**config.mk**
```make
export PLATFORM = sky130hd
export DESIGN_NAME = tmr_stat_irq
export DESIGN_NICKNAME = d
export VERILOG_FILES = /design/src/rtl/tsi_pkg.sv /design/src/rtl/tsi_event.sv /design/src/rtl/tsi_flag.sv /design/src/rtl/tsi_enable.sv /design/src/rtl/tmr_stat_irq.sv
export SDC_FILE = /design/constraint.sdc
export NUM_CORES = 1
export LEC_CHECK = 0
export BUFFER_PORTS_ARGS = -buffer_cell sky130_fd_sc_hd__buf_2
export CORE_MARGIN = 3
export CORE_UTILIZATION = 30
export DETAILED_ROUTE_END_ITERATION = 16
export GPL_TIMING_DRIVEN = 0
export HOLD_SLACK_MARGIN = 0.02
export MAX_ROUTING_LAYER = met4
export PLACE_DENSITY_LB_ADDON = 0.25
export SYNTH_ARGS = -nofsm -noshare
export SYNTH_HDL_FRONTEND = slang
export SYNTH_SLANG_ARGS = --single-unit
```
**constraint.sdc**
```tcl
create_clock -name clk -period 1.85 [get_ports clk]
set_input_delay 0.185 -clock clk [delete_from_list [all_inputs] [get_ports clk]]
set_output_delay 0.185 -clock clk [all_outputs]
set_load 0.1 [all_outputs]
```
**src/rtl/tsi_pkg.sv**
```systemverilog
// Shared constants for the timer status/enable unit.
// Assumes three event flags, in a fixed bit order that the CPU decodes.
package tsi_pkg;
    localparam int NUM_FLAGS = 3;
    localparam int IDX_A     = 0;
    localparam int IDX_B     = 1;
    localparam int IDX_OVF   = 2;
    localparam int DATA_W    = 8;
    localparam int CNT_W     = 16;
    localparam logic SEL_STATUS = 1'b0;
    localparam logic SEL_ENABLE = 1'b1;
endpackage

```
**src/rtl/tsi_event.sv**
```systemverilog
// Event detector for one general register.
// In compare mode it reports counter == register.
// In capture mode it reports the capture strobe.
// Assumes the strobe is already synchronous to clk.
module tsi_event #(
    parameter int W = 16
) (
    input  logic [W-1:0] cnt,
    input  logic [W-1:0] greg,
    input  logic         cap_mode,
    input  logic         strobe,
    output logic         hit
);
    // Select the event source by mode
    always_comb begin
        if (cap_mode) hit = strobe;
        else          hit = (cnt == greg);
    end
endmodule

```
**src/rtl/tsi_flag.sv**
```systemverilog
// One status flag with a read-then-write-0 clear.
// A read that sees the flag at 1 arms the clear. A later write of 0 then clears it.
// A set in the same cycle as the clear wins.
// Assumes rd_stat and wr_zero are single-cycle qualified strobes.
module tsi_flag (
    input  logic clk,
    input  logic rst_n,
    input  logic set_ev,
    input  logic rd_stat,
    input  logic wr_zero,
    output logic flag
);
    logic armed;

    // Flag state: set has priority over an armed clear
    always_ff @(posedge clk) begin
        if (!rst_n)                  flag <= 1'b0;
        else if (set_ev)             flag <= 1'b1;
        else if (wr_zero && armed)   flag <= 1'b0;
    end

    // Arm state: captured from the flag on each status read, dropped once the flag is cleared
    always_ff @(posedge clk) begin
        if (!rst_n)                  armed <= 1'b0;
        else if (rd_stat)            armed <= flag;
        else if (wr_zero && armed && !set_ev) armed <= 1'b0;
    end
endmodule

```
**src/rtl/tsi_enable.sv**
```systemverilog
// Interrupt enable register: three live bits plus fixed upper bits.
// While standby is high it is forced back to its initial value.
// Assumes wr is already qualified by the register select.
module tsi_enable #(
    parameter int    NB      = 3,
    parameter int    DW      = 8,
    parameter logic  TOP_BIT = 1'b1
) (
    input  logic          clk,
    input  logic          rst_n,
    input  logic          standby,
    input  logic          wr,
    input  logic [NB-1:0] wdata,
    output logic [NB-1:0] en,
    output logic [DW-1:0] rd_view
);
    localparam int FILL_W = DW - NB - 1;

    // Live enable bits: cleared by reset or standby, otherwise loaded by writes
    always_ff @(posedge clk) begin
        if (!rst_n || standby) en <= '0;
        else if (wr)           en <= wdata;
    end

    // Read view: the fixed top bit, the ones fill, then the live bits
    always_comb begin
        rd_view = {TOP_BIT, {FILL_W{1'b1}}, en};
    end
endmodule

```
**src/rtl/tmr_stat_irq.sv**
```systemverilog
// Status flags and interrupt enables for one timer channel.
// The CPU reaches the status register with sel=0 and the enable register with sel=1.
// Interrupt requests are levels. A DMA request follows A on channels 0..3.
// Assumes one-cycle rd/wr strobes and synchronous event inputs.
module tmr_stat_irq #(
    parameter int   CHAN    = 1,
    parameter logic TOP_BIT = 1'b1
) (
    input  logic                      clk,
    input  logic                      rst_n,
    input  logic                      standby,
    input  logic                      cpu_sel,
    input  logic                      cpu_rd,
    input  logic                      cpu_wr,
    input  logic [tsi_pkg::DATA_W-1:0] cpu_wdata,
    output logic [tsi_pkg::DATA_W-1:0] cpu_rdata,
    input  logic [tsi_pkg::CNT_W-1:0]  cnt_val,
    input  logic [tsi_pkg::CNT_W-1:0]  gra_val,
    input  logic [tsi_pkg::CNT_W-1:0]  grb_val,
    input  logic                      cap_mode_a,
    input  logic                      cap_mode_b,
    input  logic                      cap_strobe_a,
    input  logic                      cap_strobe_b,
    input  logic                      ovf_pulse,
    output logic                      irq_a,
    output logic                      irq_b,
    output logic                      irq_ovf,
    output logic                      dma_req_a
);
    import tsi_pkg::*;

    localparam int PAD_W = DATA_W - NUM_FLAGS;

    logic [NUM_FLAGS-1:0] set_vec;
    logic [NUM_FLAGS-1:0] flags;
    logic [NUM_FLAGS-1:0] ien;
    logic [DATA_W-1:0]    ien_view;
    logic                 rd_stat;
    logic                 wr_stat;
    logic                 wr_en;
    logic [NUM_FLAGS-1:0] gr_mode;
    logic [NUM_FLAGS-1:0] gr_strobe;
    logic [CNT_W-1:0]     gr_val [NUM_FLAGS-1];

    // Decode bus strobes by register select
    always_comb begin
        rd_stat = cpu_rd && (cpu_sel == SEL_STATUS);
        wr_stat = cpu_wr && (cpu_sel == SEL_STATUS);
        wr_en   = cpu_wr && (cpu_sel == SEL_ENABLE);
    end

    // Gather general-register inputs into arrays for the generate loop
    always_comb begin
        gr_val[IDX_A]    = gra_val;
        gr_val[IDX_B]    = grb_val;
        gr_mode          = {1'b0, cap_mode_b, cap_mode_a};
        gr_strobe        = {1'b0, cap_strobe_b, cap_strobe_a};
    end

    genvar gi;
    generate
        for (gi = 0; gi < NUM_FLAGS; gi++) begin : g_flag
            if (gi == IDX_OVF) begin : g_ovf
                // Overflow source is the pulse itself
                always_comb set_vec[gi] = ovf_pulse;
            end else begin : g_greg
                tsi_event #(.W(CNT_W)) u_ev (
                    .cnt      (cnt_val),
                    .greg     (gr_val[gi]),
                    .cap_mode (gr_mode[gi]),
                    .strobe   (gr_strobe[gi]),
                    .hit      (set_vec[gi])
                );
            end
            tsi_flag u_flag (
                .clk     (clk),
                .rst_n   (rst_n),
                .set_ev  (set_vec[gi]),
                .rd_stat (rd_stat),
                .wr_zero (wr_stat && !cpu_wdata[gi]),
                .flag    (flags[gi])
            );
        end
    endgenerate

    tsi_enable #(.NB(NUM_FLAGS), .DW(DATA_W), .TOP_BIT(TOP_BIT)) u_en (
        .clk     (clk),
        .rst_n   (rst_n),
        .standby (standby),
        .wr      (wr_en),
        .wdata   (cpu_wdata[NUM_FLAGS-1:0]),
        .en      (ien),
        .rd_view (ien_view)
    );

    // Read mux: status flags under zero padding, or the enable view
    always_comb begin
        if (cpu_sel == SEL_ENABLE) cpu_rdata = ien_view;
        else                       cpu_rdata = {{PAD_W{1'b0}}, flags};
    end

    // Level interrupt requests
    always_comb begin
        irq_a   = flags[IDX_A]   && ien[IDX_A];
        irq_b   = flags[IDX_B]   && ien[IDX_B];
        irq_ovf = flags[IDX_OVF] && ien[IDX_OVF];
    end

    // DMA request exists only on the lower channels
    generate
        if (CHAN <= 3) begin : g_dma
            always_comb dma_req_a = irq_a;
        end else begin : g_nodma
            always_comb dma_req_a = 1'b0;
        end
    endgenerate
endmodule

```
**Word level (Yosys, flattened, before mapping)**

Cells that the tools add are included.

- Bits in latches: 0
- Input bits: 67
- Memories kept: 0
- Bits in writable memories: 0
- Bits in read-only memories: 0
- Bits in registers: 9
- Word-level logic and storage cells: 54
- Output and inout bits: 12

- Equality and inequality tests: 2
- Div/mod/pow operators: 0
- Bitwise logic cells: 1
- Reductions and logical operators: 29
- Shifts and indexed selects: 0
- Multiply operators: 0
- Order comparisons: 0
- Multiplexer cells: 15
- $add $sub $neg: 0

Operator list:

| operator | number |
|---|---|
| == test 16 bit | 2 |
| logical AND 1 bit | 15 |
| two-way mux 1 bit | 14 |
| nonzero test 2 bit | 6 |
| two-way mux 8 bit | 1 |
| logical NOT 1 bit | 7 |
| logical OR 1 bit | 1 |
| inverter 1 bit | 1 |

**Logic depth before layout (Yosys ltp)**

- Depth in word-level cells: 7
- Depth in mapped cells: 5
- Depth with buffers taken out: 5

**Modules after synthesis**

From an unflattened synthesis, not the netlist that was laid out.

- Cell total of the unflattened synthesis: 110
- Area, all modules: 924.6 um^2

By module, submodules not included:

| module | cells an instance | seq. area each (um^2) | times used | area each (um^2) |
|---|---|---|---|---|
| tsi_event | 23 | 0.0 | 2 | 180.2 |
| tsi_flag | 9 | 40.0 | 3 | 80.1 |
| tsi_enable | 19 | 60.1 | 1 | 171.4 |
| tmr_stat_irq | 18 | 0.0 | 1 | 152.6 |

**Worst setup path before layout**

OpenSTA, ideal clock, no wires.

- Path kind: register -> output
- From: register g_flag[0].u_flag.flag
- To: output port irq_a
- Setup slack: 0.129 ns
- Cell stages (with the launch flop): 3
- Arrival: 1.536 ns
- Buffers on the path: 1
- Required time: 1.665 ns
- Cells stage by stage: dfxtp_1 -> and2_1 -> buf_4

- Word-level cells in the longest chain between the ends: 1

Ends and longest elaborated chain:

| what | line | source |
|---|---|---|
| from (decl) | tsi_flag.sv:11 | `output logic flag` |
| from (signal assigned) | tsi_flag.sv:17 | `if (!rst_n) flag <= 1'b0;` |
| from (signal assigned) | tsi_flag.sv:18 | `else if (set_ev) flag <= 1'b1;` |
| from (signal assigned) | tsi_flag.sv:19 | `else if (wr_zero && armed) flag <= 1'b0;` |
| logical AND 1 bit | tmr_stat_irq.sv:104 | `irq_a = flags[IDX_A] && ien[IDX_A];` |
| to (decl) | tmr_stat_irq.sv:25 | `output logic irq_a,` |

No other way between the ends.

**Worst setup path in the final report**

- From: input port cpu_sel
- To: output port cpu_rdata[1] (netlist bit)

- Word-level cells in the longest chain between the ends: 1

Ends and longest elaborated chain:

| what | line | source |
|---|---|---|
| from (decl) | tmr_stat_irq.sv:12 | `input logic cpu_sel,` |
| two-way mux 8 bit | tmr_stat_irq.sv:98 | `if (cpu_sel == SEL_ENABLE) cpu_rdata = ien_view;` |
| to (decl) | tmr_stat_irq.sv:16 | `output logic [tsi_pkg::DATA_W-1:0] cpu_rdata,` |

No other way between the ends.

==> results by group <==
STA
  • Final setup viols: 0
  • Fmax: 642 MHz
  • Final hold viol count: 0
  • Unrepaired setup endpoints after global routing: no
  • Worst Max-Slew Pin Slew: 0.486 ns
  • Period utilization: 0.842
  • Rel. slew slack: 0.678
  • Final Skew: 0.000114 ns
  • Final Max Tran Viols: 0
  • Setup tns final: 0 ns
  • Final min period: 1.56 ns

Final layout
  • Ant diodes: 0
  • Non-Filler Instances: 211
  • Fillers: 282
  • Final nets: 249
  • Area Overhead vs Synth: 50.8%
  • Layout Utilization: 0.496
  • Seq. cell area: 180 sq um
  • Multi-input logic area: 608 sq um
  • Final Cell Area: 1270 sq um
  • Share of cells above drive strength 1: 0.470

CTS
  • Clock Pin Slew Worst Setup and Hold Paths: 0.06 ns
  • Max Buffers Root-to-Sink: 2
  • Clk sinks: 9
  • CTS root buffer: clkbuf_4
  • CTS buffer count: 3
  • CTS H-tree lvls: 1
  • Hold buffers post-CTS: 0
  • CTS tree: yes
  • Later-pin clock latency in the skew report: 0.26 ns
  • CTS resizes: 0
  • Post-CTS setup buffers: 0

Synthesis
  • Post-synth EDFFs: 0
  • Post-synth top area share: 0.213
  • Synth area leader: dfxtp_1
  • Cells after synthesis: 104
  • Library cells used by synthesis: 27
  • Warnings, synthesis: 0
  • Netlist Area Pre-Place: 845 sq um
  • Top area cells in the synthesized netlist: dfxtp_1 (21%), xnor2_1 (20%), xor2_1 (13%), buf_4 (5.3%), nand3_1 (4.7%)
  • Register area share after synthesis: 0.213
  • Seq cells post-synth: 9
  • Ys async rst share: 0
  • Syn Nets: 171
  • Synthesized area per cell: 8.12 sq um
  • Synth Flop Type: dfxtp_1

Setup path
  • Crit-path max cell delay: 0.38 ns
  • Crit Path Max Fanout: 10
  • CP Cell Sequence: buf_2 > clkbuf_1 > mux2_2 > buf_2
  • Worst setup EP type: output pin
  • Crit-path slowest cell: mux2_2
  • Crit start category: input port
  • Most frequent CP cell: buf_2
  • Worst Path Required: 1.66 ns
  • Crit path kind: in -> out
  • CP Data Arrival Time: 1.37 ns

Route
  • Antenna-violating nets left: 0
  • TritonRoute pass-1 iters: 4
  • DR WL/cell: 11.3 um
  • Drc violations: 0
  • Initial DRC Count: 27
  • Via count: 980
  • Final Routed Wirelength: 2.39 mm
  • Vias per cell: 4.64

Floorplan
  • Die ar.: 3490 sq um
  • Row cnt: 18
  • Initial Utilization: 0.329
  • # IOs: 79
  • Die Y: 59.1 um
  • Placeable Area: 2570 sq um
  • Die width: 59.1 um

Power and ir drop
  • Pleak: 0.615 nW
  • Design Power: 0.000637 W
  • P per Cell Area: 500 nW/um^2
  • VDD IR max: 0.000315 V

Placement
  • GPL Wtd Cong: 0.780
  • Detailed Place HPWL: 2.16 mm
  • Placement Cell Area: 1250 sq um
  • Placed Instances: 207
  • IO buf count: 73

Global routing
  • Initial antenna violation count: 0
  • GRT Util Overall: 0.147
  • First-pass GRT wire length: 4.02 mm
  • Vias in the first global route: 1052
  • Largest net degree at the start of global routing: 11
  • Grt ovf: 0

Status
  • Run status: complete, no violations

Flow run
  • Max-cap violations: 0

Hold path
  • Min-delay worst type: in -> reg
## where the power goes
group / total (W) / leakage [nW] / switching, W / internal [W]
logic: 0.000277 / 0.526 / 0.000160 / 0.000117
clock network: 0.000151 / 0.0150 / 0.0000677 / 0.0000831
registers: 0.000209 / 0.0736 / 0.00000693 / 0.000202
## sequential cells by signal, indices dropped and copies added, names as in the netlist
register             flops
g_flag.u_flag.armed      3
g_flag.u_flag.flag       3
u_en.en                  3
## cells in the mapped netlist, drive strengths merged, types with 2 or more instances
cell type / count
mux2: 3
xnor2: 19
nor3: 3
nand2b: 2
nand3b: 2
dfxtp: 9
a21oi: 6
nand4: 4
nand2: 8
nand3: 8
nor4: 2
and2: 3
buf: 6
nor2b: 2
inv: 2
a21boi: 2
xor2: 13
## per-layer routing
metal,vias to the layer above,global-route usage,part of all wire,routed length (um)
met3,2,0.00871,0.060,144
li1,509,-,-,-
met5,-,-,0,0
met2,38,0.278,0.55,1310
met4,0,0.0291,0.0067,16
met1,431,0.169,0.39,927
## worst paths after layout
check	from	to	slack, ns	depth (start not counted)
setup / recovery	cpu_sel	cpu_rdata[1]	0.29	4
hold / removal	ovf_pulse	g_flag[2].u_flag.flag	0.16	2
setup reg to reg	g_flag[1].u_flag.flag	g_flag[1].u_flag.armed	1.04	2
hold reg to reg	u_en.en[0]	u_en.en[0]	0.47	2
## layout make-up
cell class | count | area share
inverter | 2 | 0.00589
sequential | 9 | 0.141
clock buffer | 4 | 0.0206
buffer | 7 | 0.0383
multi-input combinational | 86 | 0.477
timing repair buffer | 73 | 0.287
tap | 30 | 0.0295
## cells in the final DEF (no fill, tap or decap), drive strengths merged
cell type	count
clkbuf	5
nand2b	2
mux2i	1
xnor2	19
xor2	13
nor2	1
nand2	8
or4	1
a311oi	1
o211a	1
nor2b	2
mux2	3
nand3b	2
dfxtp	9
inv	2
o22ai	1
buf	79
a31oi	1
a21oi	6
and2	3
o21a	1
nand4	4
a22oi	1
nor4	2
a21boi	2
nand3	8
nor3	3
## worst max-delay path, delay by kind of cell
| family | cells | cell delay (ns) |
|---|---|---|
| muxes | 1 | 0.38 |
| buffers and inverters | 3 | 0.80 |
## stage by stage
step | setup WS (ns) | hold WS (ns)
floorplan | 0.129 | 0.323
global placement | 0.221 | 0.427
detailed placement | 0.210 | 0.432
CTS | 0.287 | 0.162
global route | 0.196 | 0.176
finish | 0.292 | 0.163
## logic make-up (layout without fill, tap and decap cells)
logic type / after synthesis / count (layout) / share of synthesized area
AND/OR/NAND/NOR: 36 / 36 / 0.228
XOR/XNOR: 32 / 32 / 0.332
AO/OA/AOI/OAI: 14 / 14 / 0.108
flip-flops: 9 / 9 / 0.213
buffers and inverters: 9 / 86 / 0.0667
multiplexers: 4 / 4 / 0.0518
(Power assumes the default switching activity.)
